<file path="config.mk">
export PLATFORM = sky130hd
export DESIGN_NAME = adc_seq_ctrl
export DESIGN_NICKNAME = d
export VERILOG_FILES = /design/src/rtl/adc_seq_pkg.sv /design/src/rtl/adc_rr_pick.sv /design/src/rtl/adc_pace_div.sv /design/src/rtl/adc_seq_ctrl.sv
export SDC_FILE = /design/constraint.sdc
export NUM_CORES = 1
export LEC_CHECK = 0
export BUFFER_PORTS_ARGS = -buffer_cell sky130_fd_sc_hd__buf_4
export CORE_UTILIZATION = 48
export CTS_BUF_LIST = sky130_fd_sc_hd__clkbuf_4
export DETAILED_ROUTE_END_ITERATION = 10
export HOLD_SLACK_MARGIN = 0.12
export PLACE_DENSITY_LB_ADDON = 0.1
export SYNTH_ARGS = -nofsm -noshare
export SYNTH_HDL_FRONTEND = slang
export SYNTH_SLANG_ARGS = --single-unit
</file>
<file path="constraint.sdc">
create_clock -name clk -period 4.22 [get_ports clk]
set_clock_uncertainty 0.1 [all_clocks]
set_input_delay 0.422 -clock clk [delete_from_list [all_inputs] [get_ports clk]]
set_output_delay 0.422 -clock clk [all_outputs]
set_load 0.005 [all_outputs]
</file>
<file path="src/rtl/adc_seq_pkg.sv">
// Package: shared types for the ADC conversion sequencer.
// Assumes: nothing beyond IEEE 1800-2017.
package adc_seq_pkg;
    typedef enum logic [1:0] {
        ST_IDLE = 2'd0,
        ST_CONV = 2'd1,
        ST_WAIT = 2'd2
    } seq_state_t;
endpackage

</file>
<file path="src/rtl/adc_rr_pick.sv">
// Module: adc_rr_pick
// Picks the channel that follows cur_sel in chan_mask: the next higher
// enabled channel, else the lowest enabled one. If cur_sel is not enabled,
// it picks the lowest enabled channel. A zero mask keeps cur_sel.
// Assumes: MASK_W <= 2**SEL_W. Purely combinational.
module adc_rr_pick #(
    parameter int SEL_W  = 3,
    parameter int MASK_W = 5
) (
    input  logic [SEL_W-1:0]  cur_sel,
    input  logic [MASK_W-1:0] chan_mask,
    output logic [SEL_W-1:0]  next_sel
);
    logic [SEL_W-1:0] low_sel;
    logic [SEL_W-1:0] high_sel;
    logic             have_high;
    logic             cur_in;

    // Scan the mask from the top down so the lowest matching index wins.
    always_comb begin
        low_sel   = '0;
        high_sel  = '0;
        have_high = 1'b0;
        cur_in    = 1'b0;
        for (int i = MASK_W - 1; i >= 0; i--) begin
            if (chan_mask[i]) begin
                low_sel = SEL_W'(i);
            end
            if (chan_mask[i] && (SEL_W'(i) > cur_sel)) begin
                high_sel  = SEL_W'(i);
                have_high = 1'b1;
            end
            if (chan_mask[i] && (SEL_W'(i) == cur_sel)) begin
                cur_in = 1'b1;
            end
        end
    end

    // Choose between holding, stepping up and wrapping.
    always_comb begin
        if (chan_mask == '0) begin
            next_sel = cur_sel;
        end else if (cur_in && have_high) begin
            next_sel = high_sel;
        end else begin
            next_sel = low_sel;
        end
    end

    // The chosen channel must be one the mask enables.
    always_comb begin
        logic hit;
        hit = 1'b0;
        for (int i = 0; i < MASK_W; i++) begin
            if (chan_mask[i] && (next_sel == SEL_W'(i))) begin
                hit = 1'b1;
            end
        end
        AST_RR_IN_MASK: assert (chan_mask == '0 || hit);
    end
endmodule

</file>
<file path="src/rtl/adc_pace_div.sv">
// Module: adc_pace_div
// Gap timer for continuous runs. On load it adds div_frac to an 8-bit
// accumulator and loads a countdown of div_int plus the carry. fire marks
// the last gap cycle. gap_zero shows that the gap a load would give now is
// zero. clr empties both the accumulator and the countdown.
// Assumes: clr and load never coincide (the caller's state keeps them apart).
module adc_pace_div #(
    parameter int INT_W  = 16,
    parameter int FRAC_W = 8
) (
    input  logic              clk,
    input  logic              rst_n,
    input  logic              clr,
    input  logic              load,
    input  logic [INT_W-1:0]  div_int,
    input  logic [FRAC_W-1:0] div_frac,
    output logic              gap_zero,
    output logic              fire
);
    localparam int CNT_W = INT_W + 1;

    logic [FRAC_W-1:0] acc_q;
    logic [FRAC_W:0]   acc_sum;
    logic [CNT_W-1:0]  gap_len;
    logic [CNT_W-1:0]  cnt_q;

    assign acc_sum  = {1'b0, acc_q} + {1'b0, div_frac};
    assign gap_len  = {1'b0, div_int} + CNT_W'(acc_sum[FRAC_W]);
    assign gap_zero = (gap_len == '0);
    assign fire     = (cnt_q == CNT_W'(1));

    // Accumulator and countdown update.
    always_ff @(posedge clk) begin
        if (!rst_n) begin
            acc_q <= '0;
            cnt_q <= '0;
        end else if (clr) begin
            acc_q <= '0;
            cnt_q <= '0;
        end else if (load) begin
            acc_q <= acc_sum[FRAC_W-1:0];
            cnt_q <= gap_len;
        end else if (cnt_q != '0) begin
            cnt_q <= cnt_q - CNT_W'(1);
        end
    end

    AST_CNT_DECR: assert property (@(posedge clk) disable iff (!rst_n)
        (cnt_q != '0 && !clr && !load) |=> (cnt_q == $past(cnt_q) - CNT_W'(1)));
endmodule

</file>
<file path="src/rtl/adc_seq_ctrl.sv">
// Module: adc_seq_ctrl (top)
// Sequences conversions on an external converter: single and continuous
// starts, channel stepping through a mask, fractional gap pacing, capture
// of the sample and the error flags.
// Assumes: conv_done is a one-cycle strobe that arrives only after
// conv_start. A done outside a conversion is ignored.
module adc_seq_ctrl
    import adc_seq_pkg::*;
#(
    parameter int SEL_W  = 3,
    parameter int MASK_W = 5,
    parameter int RES_W  = 12,
    parameter int INT_W  = 16,
    parameter int FRAC_W = 8
) (
    input  logic              clk,
    input  logic              rst_n,
    input  logic              enable,
    input  logic              start_once,
    input  logic              start_many,
    input  logic [SEL_W-1:0]  sel_in,
    input  logic              sel_wr,
    input  logic [MASK_W-1:0] rr_mask,
    input  logic [INT_W-1:0]  div_int,
    input  logic [FRAC_W-1:0] div_frac,
    input  logic              sticky_clr,
    input  logic              conv_done,
    input  logic [RES_W-1:0]  conv_result,
    input  logic              conv_err,
    output logic [SEL_W-1:0]  conv_sel,
    output logic              conv_start,
    output logic              ready,
    output logic              last_err,
    output logic              sticky_err,
    output logic [RES_W-1:0]  result
);
    seq_state_t       state_q;
    logic             start_q;
    logic [SEL_W-1:0] sel_q;
    logic [SEL_W-1:0] sel_next;
    logic             run_ok;
    logic             finish;
    logic             div_load;
    logic             div_clr;
    logic             gap_zero;
    logic             gap_fire;

    assign run_ok   = enable && start_many;
    assign finish   = (state_q == ST_CONV) && conv_done;
    assign div_load = finish && run_ok;
    assign div_clr  = (state_q == ST_IDLE) || ((state_q == ST_WAIT) && !run_ok);

    assign conv_sel   = sel_q;
    assign conv_start = start_q;
    assign ready      = enable && (state_q == ST_IDLE);

    adc_rr_pick #(.SEL_W(SEL_W), .MASK_W(MASK_W)) rr_i (
        .cur_sel   (sel_q),
        .chan_mask (rr_mask),
        .next_sel  (sel_next)
    );

    adc_pace_div #(.INT_W(INT_W), .FRAC_W(FRAC_W)) pace_i (
        .clk      (clk),
        .rst_n    (rst_n),
        .clr      (div_clr),
        .load     (div_load),
        .div_int  (div_int),
        .div_frac (div_frac),
        .gap_zero (gap_zero),
        .fire     (gap_fire)
    );

    // Sequencer state and the one-cycle start strobe.
    always_ff @(posedge clk) begin
        if (!rst_n) begin
            state_q <= ST_IDLE;
            start_q <= 1'b0;
        end else begin
            start_q <= 1'b0;
            case (state_q)
                ST_IDLE: begin
                    if (enable && (start_once || start_many)) begin
                        state_q <= ST_CONV;
                        start_q <= 1'b1;
                    end
                end
                ST_CONV: begin
                    if (conv_done) begin
                        if (!run_ok) begin
                            state_q <= ST_IDLE;
                        end else if (gap_zero) begin
                            start_q <= 1'b1;
                        end else begin
                            state_q <= ST_WAIT;
                        end
                    end
                end
                ST_WAIT: begin
                    if (!run_ok) begin
                        state_q <= ST_IDLE;
                    end else if (gap_fire) begin
                        state_q <= ST_CONV;
                        start_q <= 1'b1;
                    end
                end
                default: state_q <= ST_IDLE;
            endcase
        end
    end

    // Channel select: load while idle, step through the mask on completion.
    always_ff @(posedge clk) begin
        if (!rst_n) begin
            sel_q <= '0;
        end else if ((state_q == ST_IDLE) && sel_wr) begin
            sel_q <= sel_in;
        end else if (finish) begin
            sel_q <= sel_next;
        end
    end

    // Sample and latest-error capture on completion.
    always_ff @(posedge clk) begin
        if (!rst_n) begin
            result   <= '0;
            last_err <= 1'b0;
        end else if (finish) begin
            result   <= conv_result;
            last_err <= conv_err;
        end
    end

    // Sticky error: a set takes priority over a clear in the same cycle.
    always_ff @(posedge clk) begin
        if (!rst_n) begin
            sticky_err <= 1'b0;
        end else if (finish && conv_err) begin
            sticky_err <= 1'b1;
        end else if (sticky_clr) begin
            sticky_err <= 1'b0;
        end
    end

    AST_START_ONE_CYCLE: assert property (@(posedge clk) disable iff (!rst_n)
        (conv_start && !conv_done) |=> !conv_start);
    AST_NO_START_DISABLED: assert property (@(posedge clk) disable iff (!rst_n)
        conv_start |-> $past(enable));
    AST_NOT_READY_BUSY: assert property (@(posedge clk) disable iff (!rst_n)
        conv_start |-> !ready);
    AST_RESULT_HOLD: assert property (@(posedge clk) disable iff (!rst_n)
        !conv_done |=> $stable(result));
    AST_ERR_CAPTURE: assert property (@(posedge clk) disable iff (!rst_n)
        (finish && conv_err) |=> (last_err && sticky_err));
    AST_STICKY_HOLD: assert property (@(posedge clk) disable iff (!rst_n)
        (sticky_err && !sticky_clr) |=> sticky_err);
endmodule

</file>
==> impl_metrics.tcl <==
set metrics [dict create \
    drt_pass1_iterations 4 \
    port_buffers 71 \
    arrival_ns 4.16 \
    grt_pass1_wl_microns 12500 \
    min_to "result[3]$_SDFFE_PN0P_" \
    crit_path_start_kind "register" \
    die_x_microns 82.6 \
    cts_buffers 5 \
    cts_num_sinks 45 \
    drv_slew 0 \
    cts_buffer_depth 2 \
    finalInstanceArea_sq_um 3800 \
    worstHoldStart "conv_result[3]" \
    grt.total_usage_pct 24.0 \
    hold_depth 3 \
    grt_overflow 0 \
    end_kind "register" \
    synth_edf_count 0 \
    r2r_slack_ns 0.25 \
    r2r_start "pace_i.acc_q[0]$_SDFFE_PP0P_" \
    ys_seq_elements 45 \
    die_area_sq_um 6830 \
    insertion_delay_ns 0.38 \
    initial_core_util_pct 49.4 \
    final_nets 538 \
    drt_iter0_drc 131 \
    status "complete, no violations" \
    seq_area_frac_synth_pct 28.9 \
    synthTopCellsByCount "nand2_1 (64), dfxtp_1 (45), nor2_1 (37)" \
    powerDensity_nw_per_um2 640 \
    viasPerCell 5.76 \
    layout-drive-gt1-share_pct 23.3 \
    drc 0 \
    syn_inst 401 \
    ios 72 \
    fin_util_pct 60.2 \
    yosys_warnings 0 \
    wl_met2_microns 3690 \
    relSlewSlack_pct 57.0 \
    gp_congestion 0.868 \
    htreeDepth 2 \
    wl_per_cell_microns 14.3 \
    fin_crit_sh_pct 94.0 \
    wl_met3_microns 518 \
    diodes 0 \
    final-hold-violation-count 0 \
    path_max_fanout 5 \
    required_ns 4.41 \
    routed_wl_microns 7850 \
    fmax_ghz 0.252 \
    drv_cap 0 \
    grt_pass1_vias 2778 \
    core_sq_um 6310 \
    place_inst 541 \
    leakage_nw 1.55 \
    syn_nets 468 \
    synthArstFlopShare_pct 0 \
    worst_slew_pin_slew_ns 0.645 \
    rows 29 \
    synth_top_area_cell "dfxtp_1" \
    synth_top_area_share_pct 28.9 \
    root_buffer "clkbuf_4" \
    layout_min_cycle_time_ns 3.97 \
    yosysMostFrequentCell "nand2_1" \
    dp_hpwl_microns 5870 \
    clk_pin_slew_ns 0.15 \
    rsz0062_at_grt "false" \
    die_h_microns 82.6 \
    grt_max_degree 18 \
    synth_area_leaders "dfxtp_1 (29%), nand2_1 (7.7%), a21oi_1 (5.8%), xnor2_1 (5.3%), ha_1 (5.2%)" \
    vias 3161 \
    syn_to_final_growth_pct 21.8 \
    place_area_sq_um 3740 \
    crit-reg2reg-capture "state_q[1]$_SDFFE_PN0P_" \
    peakVddDrop_v 0.000925 \
    setup_viol 0 \
    nFillCells 582 \
    routed.top_layer "met4" \
    critPathKind "register to register" \
    antenna_found_initial 0 \
    cts_tree "done" \
    reg2regPathDepth 15 \
    synth_cell_types 69 \
    syn_avg_cell_area_sq_um 7.78 \
    met1Wirelength_microns 3460 \
    postCtsSetupBuffers 0 \
    hp-class "primary input to register" \
    instances_no_fill 549 \
    ant_nets 0 \
    synth_ff_type "dfxtp_1" \
    netlist_area_sq_um 3120 \
]
flip-flops by register name, summed over array words and instances, names as in the netlist:
signal / flops
pace_i.cnt_q: 17
conv_start: 1
pace_i.acc_q: 8
result: 12
sticky_err: 1
conv_sel: 3
state_q: 2
last_err: 1
logic make-up (layout without fill, tap and decap cells):
logic type	count (synthesis)	after routing	share of synthesized area [%]
simple gates	184	184	31.8
compound gates	99	99	20.0
flops	45	45	28.9
xor+xnor	29	29	8.14
buf+inv	24	95	3.21
fa+ha+maj	14	14	5.85
mux	6	6	2.16
metrics by stage:
stage	setup WS [ns]	power (mW)	setup TNS, ns	hold WS, ns
after floorplan	0.336	1.86	0	0.336
after global placement	0.0364	2.15	0	0.342
after detailed placement	-0.0340	2.17	-0.0340	0.347
after CTS	0.177	2.42	0	0.161
after global routing	0.0283	2.67	0	0.148
final	0.255	2.43	0	0.167
cell usage in the layout, fill, tap and decap left out, types with 2 or more instances in the layout:
| cell type | Yosys | final |
|---|---|---|
| or3_1 | 2 | 2 |
| nor3b_1 | 2 | 2 |
| dfxtp_1 | 45 | 45 |
| and3_1 | 6 | 6 |
| o22ai_1 | 2 | 2 |
| o211ai_1 | 3 | 3 |
| xor2_1 | 10 | 10 |
| and2_1 | 4 | 4 |
| or4_4 | 3 | 3 |
| o41ai_1 | 2 | 2 |
| o21ai_1 | 4 | 5 |
| xnor2_1 | 19 | 19 |
| mux2i_1 | 3 | 3 |
| nand2_1 | 64 | 64 |
| nor3_1 | 12 | 12 |
| nand4_1 | 2 | 2 |
| nor2_2 | 2 | 2 |
| o21ai_0 | 12 | 11 |
| inv_1 | 7 | 7 |
| clkbuf_4 | 0 | 5 |
| o21bai_1 | 3 | 3 |
| nor2_1 | 37 | 37 |
| nor2b_1 | 3 | 3 |
| ha_1 | 13 | 13 |
| nand3_1 | 12 | 12 |
| a211oi_1 | 18 | 18 |
| buf_4 | 0 | 79 |
| a21oi_1 | 36 | 36 |
| a31oi_1 | 4 | 4 |
| nand2b_1 | 7 | 7 |
| nor3_2 | 2 | 2 |
| nor4_1 | 7 | 7 |
| and4_1 | 2 | 2 |
| a21o_1 | 3 | 3 |
cell type report:
| class | instances | area (sq um) | area share, % |
|---|---|---|---|
| clock buffer | 5 | 37.5 | 0.987 |
| sequential | 45 | 901 | 23.7 |
| tap | 77 | 96.3 | 2.53 |
| clock inverter | 3 | 25.0 | 0.658 |
| timing repair buffer | 79 | 593 | 15.6 |
| multi-input combinational | 332 | 2120 | 55.8 |
| inverter | 8 | 30.0 | 0.789 |
critical path: stages, from the launching register on:
cell and delay [ns]:
dfxtp_1 0.34, ha_1 0.21, fa_1 0.39, a21o_1 0.17, a21oi_1 0.18, o21ai_0 0.10
a21oi_1 0.22, o21ai_1 0.17, ha_1 0.21, ha_1 0.25, nand4_4 0.15, nor4_4 0.05
mux2_4 0.30, nor4_2 0.25, or4b_4 0.51, o31a_1 0.25
how the worst max path moves through the flow:
| stage | from | endpoint | slack (ns) |
|---|---|---|---|
| after detailed placement | div_frac[0] | state_q[1]$_SDFFE_PN0P_ | -0.03 |
| final | pace_i.acc_q[0]$_SDFFE_PP0P_ | state_q[1]$_SDFFE_PN0P_ | 0.25 |
| after CTS | pace_i.acc_q[0]$_SDFFE_PP0P_ | state_q[1]$_SDFFE_PN0P_ | 0.18 |
| after global placement | div_frac[0] | state_q[1]$_SDFFE_PN0P_ | 0.04 |
| after floorplan | div_frac[0] | state_q[1]$_SDFFE_PN0P_ | 0.34 |
| after global routing | pace_i.acc_q[0]$_SDFFE_PP0P_ | state_q[1]$_SDFFE_PN0P_ | 0.03 |
per-layer routing:
layer  GRT usage [%]  vias up
li1                -     1589
met1            29.3     1448
met3            4.40       15
met4            8.10        0
met5               0        -
met2            42.1      109
power breakdown:
group / switching (mW) / internal [mW] / total, mW
combinational: 0.883 / 0.727 / 1.61
sequential: 0.0913 / 0.504 / 0.595
clock: 0.160 / 0.0681 / 0.228
repair_timing:
action / CTS / global route
hold buffers: 0 / 0
gates resized for setup: 0 / 1
endpoints found under the hold margin: 0 / 0
endpoints found under the setup margin: 0 / 1
Note: power is estimated with default switching activity, not from simulation.
